**config.mk**
```make
export PLATFORM = sky130hd
export DESIGN_NAME = pc_seq_top
export DESIGN_NICKNAME = d
export VERILOG_FILES = /design/src/rtl/pc_seq_pkg.sv /design/src/rtl/pc_seq_resolve.sv /design/src/rtl/pc_seq_chain.sv /design/src/rtl/pc_seq_link.sv /design/src/rtl/pc_seq_top.sv
export SDC_FILE = /design/constraint.sdc
export NUM_CORES = 1
export LEC_CHECK = 0
export BUFFER_PORTS_ARGS = -buffer_cell sky130_fd_sc_hd__buf_2
export CAP_MARGIN = 0
export CORE_AREA = 8 8 160 162
export CTS_CLUSTER_DIAMETER = 50
export DETAILED_ROUTE_END_ITERATION = 12
export DIE_AREA = 0 0 168 170
export PLACE_DENSITY = 0.6
export SETUP_SLACK_MARGIN = 0.4
export SYNTH_ARGS = -nofsm -noshare
export SYNTH_HDL_FRONTEND = slang
export SYNTH_SLANG_ARGS = --single-unit
```
**constraint.sdc**
```tcl
create_clock -name clk_i -period 4.79 [get_ports clk_i]
set_input_delay 0 -clock clk_i [delete_from_list [all_inputs] [get_ports clk_i]]
set_output_delay 0 -clock clk_i [all_outputs]
set_load 0.01 [all_outputs]
```
**src/rtl/pc_seq_pkg.sv**
```systemverilog
package pc_seq_pkg;
  typedef enum logic [1:0] {
    CT_NONE      = 2'd0,
    CT_BR_COND   = 2'd1,
    CT_BR_UNCOND = 2'd2,
    CT_JUMP      = 2'd3
  } ctl_kind_e;
endpackage

```
**src/rtl/pc_seq_resolve.sv**
```systemverilog
module pc_seq_resolve
  import pc_seq_pkg::*;
#(
  parameter int XLEN = 32,
  parameter int STEP = 4
) (
  input  logic            valid_i,
  input  ctl_kind_e       kind_i,
  input  logic            likely_i,
  input  logic            cond_i,
  input  logic [XLEN-1:0] disp_i,
  input  logic [XLEN-1:0] target_i,
  input  logic [XLEN-1:0] npc_i,
  input  logic [XLEN-1:0] nnpc_i,
  output logic [XLEN-1:0] r_npc_o,
  output logic [XLEN-1:0] r_nnpc_o,
  output logic            annul_o
);
  localparam logic [XLEN-1:0] STEP_V = XLEN'(STEP);
  localparam logic [XLEN-1:0] ALIGN_MASK = ~(XLEN'(STEP - 1));

  logic taken, skip;

  always_comb begin
    taken = (kind_i == CT_BR_UNCOND) || ((kind_i == CT_BR_COND) && cond_i);
    skip  = (kind_i == CT_BR_COND) && likely_i && !cond_i;
  end

  always_comb begin
    r_npc_o = skip ? nnpc_i : npc_i;
    if (kind_i == CT_JUMP)  r_nnpc_o = target_i & ALIGN_MASK;
    else if (taken)         r_nnpc_o = npc_i + disp_i;
    else if (skip)          r_nnpc_o = nnpc_i + STEP_V;  // extra step past the slot
    else                    r_nnpc_o = nnpc_i;
  end

  assign annul_o = valid_i && skip;
endmodule

```
**src/rtl/pc_seq_chain.sv**
```systemverilog
module pc_seq_chain #(
  parameter int              XLEN     = 32,
  parameter int              STEP     = 4,
  parameter logic [XLEN-1:0] RESET_PC = '0
) (
  input  logic            clk_i,
  input  logic            rst_ni,
  input  logic            adv_i,
  input  logic [XLEN-1:0] r_npc_i,
  input  logic [XLEN-1:0] r_nnpc_i,
  output logic [XLEN-1:0] pc_o,
  output logic [XLEN-1:0] npc_o,
  output logic [XLEN-1:0] nnpc_o
);
  localparam logic [XLEN-1:0] STEP_V = XLEN'(STEP);

  always_ff @(posedge clk_i or negedge rst_ni) begin
    if (!rst_ni) begin
      pc_o   <= RESET_PC;
      npc_o  <= RESET_PC + STEP_V;
      nnpc_o <= RESET_PC + 2 * STEP_V;
    end else if (adv_i) begin
      pc_o   <= r_npc_i;
      npc_o  <= r_nnpc_i;
      nnpc_o <= r_nnpc_i + STEP_V;
    end
  end
endmodule

```
**src/rtl/pc_seq_link.sv**
```systemverilog
module pc_seq_link
  import pc_seq_pkg::*;
#(
  parameter int XLEN = 32
) (
  input  logic            valid_i,
  input  ctl_kind_e       kind_i,
  input  logic            link_i,
  input  logic [XLEN-1:0] nnpc_i,
  output logic            link_we_o,
  output logic [XLEN-1:0] link_data_o
);
  // return address is captured before any redirect lands in the chain
  assign link_we_o   = valid_i && link_i && (kind_i != CT_NONE);
  assign link_data_o = nnpc_i;
endmodule

```
**src/rtl/pc_seq_top.sv**
```systemverilog
module pc_seq_top
  import pc_seq_pkg::*;
#(
  parameter int              XLEN     = 32,
  parameter int              STEP     = 4,
  parameter logic [XLEN-1:0] RESET_PC = '0
) (
  input  logic            clk_i,
  input  logic            rst_ni,
  input  logic            valid_i,
  input  logic [1:0]      ctrl_i,
  input  logic            likely_i,
  input  logic            link_i,
  input  logic            cond_i,
  input  logic [XLEN-1:0] disp_i,
  input  logic [XLEN-1:0] target_i,
  output logic [XLEN-1:0] pc_o,
  output logic [XLEN-1:0] npc_o,
  output logic [XLEN-1:0] nnpc_o,
  output logic            link_we_o,
  output logic [XLEN-1:0] link_data_o,
  output logic            annul_o
);
  ctl_kind_e       kind;
  logic [XLEN-1:0] r_npc, r_nnpc;

  assign kind = ctl_kind_e'(ctrl_i);

  pc_seq_resolve #(.XLEN(XLEN), .STEP(STEP)) u_resolve (
    .valid_i  (valid_i),
    .kind_i   (kind),
    .likely_i (likely_i),
    .cond_i   (cond_i),
    .disp_i   (disp_i),
    .target_i (target_i),
    .npc_i    (npc_o),
    .nnpc_i   (nnpc_o),
    .r_npc_o  (r_npc),
    .r_nnpc_o (r_nnpc),
    .annul_o  (annul_o)
  );

  pc_seq_chain #(.XLEN(XLEN), .STEP(STEP), .RESET_PC(RESET_PC)) u_chain (
    .clk_i    (clk_i),
    .rst_ni   (rst_ni),
    .adv_i    (valid_i),
    .r_npc_i  (r_npc),
    .r_nnpc_i (r_nnpc),
    .pc_o     (pc_o),
    .npc_o    (npc_o),
    .nnpc_o   (nnpc_o)
  );

  pc_seq_link #(.XLEN(XLEN)) u_link (
    .valid_i     (valid_i),
    .kind_i      (kind),
    .link_i      (link_i),
    .nnpc_i      (nnpc_o),
    .link_we_o   (link_we_o),
    .link_data_o (link_data_o)
  );
endmodule

```
Word level (Yosys, flattened, before mapping):

Index checks and enable logic that the tools add are counted.

* bits in registers: 96
* bits of input ports: 72
* output and inout port bits: 130
* word-level logic and storage cells: 22

* $add $sub $neg: 3
* equal/unequal tests: 3
* multiplexer cells: 4
* reductions and logical operators: 9

Operator list (number)
* two-way mux 32 bit: 4
* adder 32 x 3 -> 32 bit, second input constant: 2
* adder 32 bit: 1
* logical AND 1 bit: 6
* == test 2 bit, second input constant: 2
* == test 2 x 1 -> 1 bit, second input constant: 1
* nonzero test 2 bit: 1
* zero test 1 bit: 1
* logical OR 1 bit: 1

Depth between registers and ports, before layout:

* depth after elaboration: 7
* gate-level depth with buffers: 14
* mapped depth without buffers: 13

Hierarchy:

A second synthesis with hierarchy kept.

* cell total of the unflattened synthesis: 823
* area, all modules: 7514.7 um2

By module, submodules not included
* pc_seq_chain: times used 1, cells each 335, area each 4090.2 um2, sequential area each 2354.8 um2
* pc_seq_resolve: times used 1, cells each 455, area each 3174.3 um2, sequential area each 0.0 um2
* pc_seq_link: times used 1, cells each 33, area each 250.2 um2, sequential area each 0.0 um2

Worst setup path before layout:

No wires, ideal clock.

* path kind: register to register
* from: reg u_chain.nnpc_o[0]
* to: reg u_chain.nnpc_o[29]
* library setup time: 0.082 ns
* arrival time: 3.707 ns
* required time: 4.708 ns
* path slack: 1.001 ns
* stages on the path, launching flop included: 14
* buffers on the path: 1
* period minus slack after synthesis: 3.789 ns
* cells stage by stage: dfrtp_1 ha_1 fa_1 a21o_1 a21oi_1 xor2_1 a211oi_1 nand3_1 nor3b_1 nand4b_1 or2_2 clkbuf_1 or4_1 a31oi_1

* longest elaborated chain between the ends: 5

RTL lines
* start, declared: line pc_seq_chain.sv:13 `output logic [XLEN-1:0] nnpc_o`
* start signal, assigned: line pc_seq_chain.sv:21 `nnpc_o <= RESET_PC + 2 * STEP_V;`
* start signal, assigned: line pc_seq_chain.sv:25 `nnpc_o <= r_nnpc_i + STEP_V;`
* adder 32 x 3 -> 32 bit: line pc_seq_resolve.sv:33 `else if (skip) r_nnpc_o = nnpc_i + STEP_V;`
* two-way mux 32 bit *: line pc_seq_resolve.sv:33
* two-way mux 32 bit *: line pc_seq_resolve.sv:32 `else if (taken) r_nnpc_o = npc_i + disp_i;`
* two-way mux 32 bit *: line pc_seq_resolve.sv:31 `if (kind_i == CT_JUMP) r_nnpc_o = target_i & ALIGN_MASK;`
* adder 32 x 3 -> 32 bit *: line pc_seq_chain.sv:25

Every way passes the cells marked *; elsewhere a longest branch is shown, timed or not.
A chain may end at the register's enable or synchronous reset.

Worst setup path after layout:

* from: reg u_chain.npc_o[7]
* to: reg u_chain.nnpc_o[25]

* longest elaborated chain between the ends: 4

RTL lines
* start, declared: line pc_seq_chain.sv:12 `output logic [XLEN-1:0] npc_o,`
* start signal, assigned: line pc_seq_chain.sv:20 `npc_o <= RESET_PC + STEP_V;`
* start signal, assigned: line pc_seq_chain.sv:24 `npc_o <= r_nnpc_i;`
* adder 32 bit: line pc_seq_resolve.sv:32
* two-way mux 32 bit: line pc_seq_resolve.sv:32
* two-way mux 32 bit: line pc_seq_resolve.sv:31
* adder 32 x 3 -> 32 bit: line pc_seq_chain.sv:25

No other way between the ends.

==> flow_metrics.tcl <==
set metrics [dict create \
    synth-edff-count 0 \
    max_freq_mhz 239.6 \
    viasPerCell 5.584 \
    rsz0062_at_grt "yes" \
    grt_max_degree 92 \
    cp_num_buf_inv 0 \
    clock_skew_ps 9.935 \
    boundaryPins 202 \
    async_flop_share 1.000 \
    synth_top_area_frac 0.2894 \
    dr_total_vias 7957 \
    r2r_setup_slack_ps 620 \
    start_util 0.3451 \
    period_needed_ps 4173 \
    synthFlopType "dfrtp_1" \
    grt_pass1_wl_mm 44.85 \
    clk_pin_slew_ps 70 \
    seq_area_frac_synth 0.2960 \
    cts_made_buffers 9 \
    worst-path-stages 11 \
    fin_tns_setup_ps 0 \
    ant_nets 0 \
    slowest_delay_ps 650 \
    final_nets 1236 \
    crit_end "u_chain.nnpc_o[25]" \
    coreArea_mm2 0.02305 \
    critical-path-slowest-cell "or4_4" \
    hold_ws_ps 58.17 \
    worstPathRequired_ps 5030 \
    grt_pass1_vias 7816 \
    synth.net_count 1104 \
    clk_latency_ps 360 \
    drive_above_1_share 0.2626 \
    dieArea_mm2 0.02856 \
    worstSetupStartpointType "register" \
    gp_congestion 0.9263 \
    wl_mm 28.98 \
    clkSinkCount 94 \
    maxCapViolations 0 \
    reg2reg_to "u_chain.nnpc_o[25]" \
    n_fill_cell 2384 \
    die_width_um 168 \
    wl_per_cell_um 20.34 \
    cp-end-kind "register" \
    antenna_found_initial 3 \
    place_hpwl_mm 22.64 \
    drtIter0Drc 569 \
    die_h_um 170 \
    setup.worst_path.start "u_chain.npc_o[7]" \
    tightest_slew_ps 953.8 \
    grt_usage 0.2000 \
    numPortBuffers 199 \
    grt_overflow_total 0 \
    antenna_cells 0 \
    cp_max_fo 13 \
    timing.rr.start "u_chain.npc_o[7]" \
    finalHoldViolations 0 \
    clock_path_buffers 2 \
    crit_family "simple AND/OR/NAND/NOR gates" \
    drc 0 \
    irDropWorstVdd_mv 0.2948 \
    avgSynthCellArea_um2 7.972 \
    synth_top_cell_by_area "dfrtp_1" \
    critPathArrivalTime_ps 4420 \
    cts_tree "done" \
    ys_seq_elements 94 \
    yosys_warnings 0 \
    syn_area_mm2 0.007956 \
    rows 56 \
    htreeDepth 3 \
    ys_types 81 \
    syn_inst 998 \
    first_pass_iters 5 \
    area_growth_syn_to_layout_pct 16.12 \
    min_period_over_period 0.8713 \
    yosys-top-cells-area "dfrtp_1 (29%), nand2_1 (6.0%), ha_1 (5.2%)" \
    leakage_nw 3.934 \
    crit_chain "ha_1 > nand4_1 > or2_2 > or3b_2 > a21oi_2 > or3_1 > xor2_1 > a21oi_1 > or4_4 > or4_1 > a31o_1" \
    cts_root_buffer "clkbuf_16" \
    status "finished clean" \
    p_per_area_mw_per_mm2 638.1 \
    r2r_cells 11 \
    hold_start "disp_i[0]" \
    min_path_type "input port to register" \
    slew_viol_final 0 \
    synth.most_common_cell "nand2_1" \
    synthTopCellsByCount "nand2_1 (128), nor2_1 (104), dfrtp_1 (92), a21oi_1 (69), clkbuf_1 (46)" \
    setup_viol 0 \
    critical_path_class "register to register" \
    maxSlewHeadroom 0.3642 \
]
==> final cells by class <==
type / count / area, um^2 / area share
tap: 290 / 362.8 / 0.03927
multi-input combinational: 790 / 5022 / 0.5436
sequential: 94 / 2355 / 0.2549
clock inverter: 6 / 45.04 / 0.004875
timing repair buffer: 222 / 1176 / 0.1273
clock buffer: 10 / 229.0 / 0.02478
inverter: 13 / 48.80 / 0.005282
==> registers in the layout, indices dropped and copies added, names as in the netlist <==
register and count:
u_chain.nnpc_o 32, u_chain.npc_o 30, u_chain.pc_o 32
==> cell families (layout without fill, tap and decap cells) <==
| logic type | Yosys count | after routing | synth area share |
|---|---|---|---|
| xor+xnor | 53 | 53 | 0.05834 |
| buf+inv | 114 | 251 | 0.07627 |
| mux | 27 | 27 | 0.03758 |
| fa+ha+maj | 34 | 34 | 0.05441 |
| compound gates | 260 | 260 | 0.2162 |
| simple gates | 416 | 416 | 0.2612 |
| flops | 94 | 94 | 0.2960 |
==> cells in the final DEF, fill, tap and decap left out, drive strengths merged, types with 12 or more instances in the layout <==
cell	synthesis	routed
buf	53	221
nand2	128	128
nor2	104	104
dfrtp	92	92
a21oi	71	71
a31oi	43	43
xnor2	36	36
o21ai	36	36
ha	33	33
nand3	32	32
nand4	26	26
nor3	24	24
mux2	23	23
or3	19	19
xor2	17	17
nor4	16	16
inv	13	15
a21o	14	14
and3	13	13
o31ai	12	12
a211oi	12	12
==> routing by layer <==
metal,vias to the layer above,part of all wire,global-route usage
met5,-,0.0014,0
met4,6,0.017,0.04387
met3,28,0.076,0.05514
met2,299,0.48,0.3504
met1,3737,0.42,0.2412
li1,3887,-,-
==> through the flow <==
step                power [mW]  utilization  area, um^2  setup WS, ps  cells
detailed placement       5.187       0.3869        8919         456.1   1406
finish                   5.895       0.4008        9239         616.7   1425
global placement         5.156       0.3869        8919         495.8   1406
global route             6.374       0.4008        9239         388.0   1425
CTS                      5.906       0.3992        9203         426.4   1423
floorplan                3.995            -        7956          1001    998
==> repair_timing <==
item,CTS,global route
endpoints found under the hold margin,49,0
setup endpoints to repair,0,8
gates resized for setup,0,5
hold buffers,1,0
setup buffers,0,2
==> power by group <==
group / switching, mW / total [mW] / internal (mW) / leakage, nW
combinational: 2.06 / 3.51 / 1.45 / 2.74
clock: 0.342 / 0.699 / 0.357 / 0.137
sequential: 0.561 / 1.69 / 1.13 / 1.06
==> tightest hold or removal path: cells and delay by family <==
kind,cells,cell delay [ps]
AOI/OAI and AO/OA,1,140
adders and majority gates,1,120
buffers and inverters,1,80
and+or+nand+nor,1,40
==> worst min path at each step <==
stage                             end  slack, ps  cells past startpoint
floorplan           u_chain.nnpc_o[0]       -300                      0
global placement     u_chain.pc_o[27]        110                      1
detailed placement  u_chain.npc_o[27]        110                      1
CTS                 u_chain.nnpc_o[0]         50                      4
global route        u_chain.nnpc_o[0]         90                      4
finish              u_chain.nnpc_o[0]         60                      4
Power figures use the tool's default switching activity.
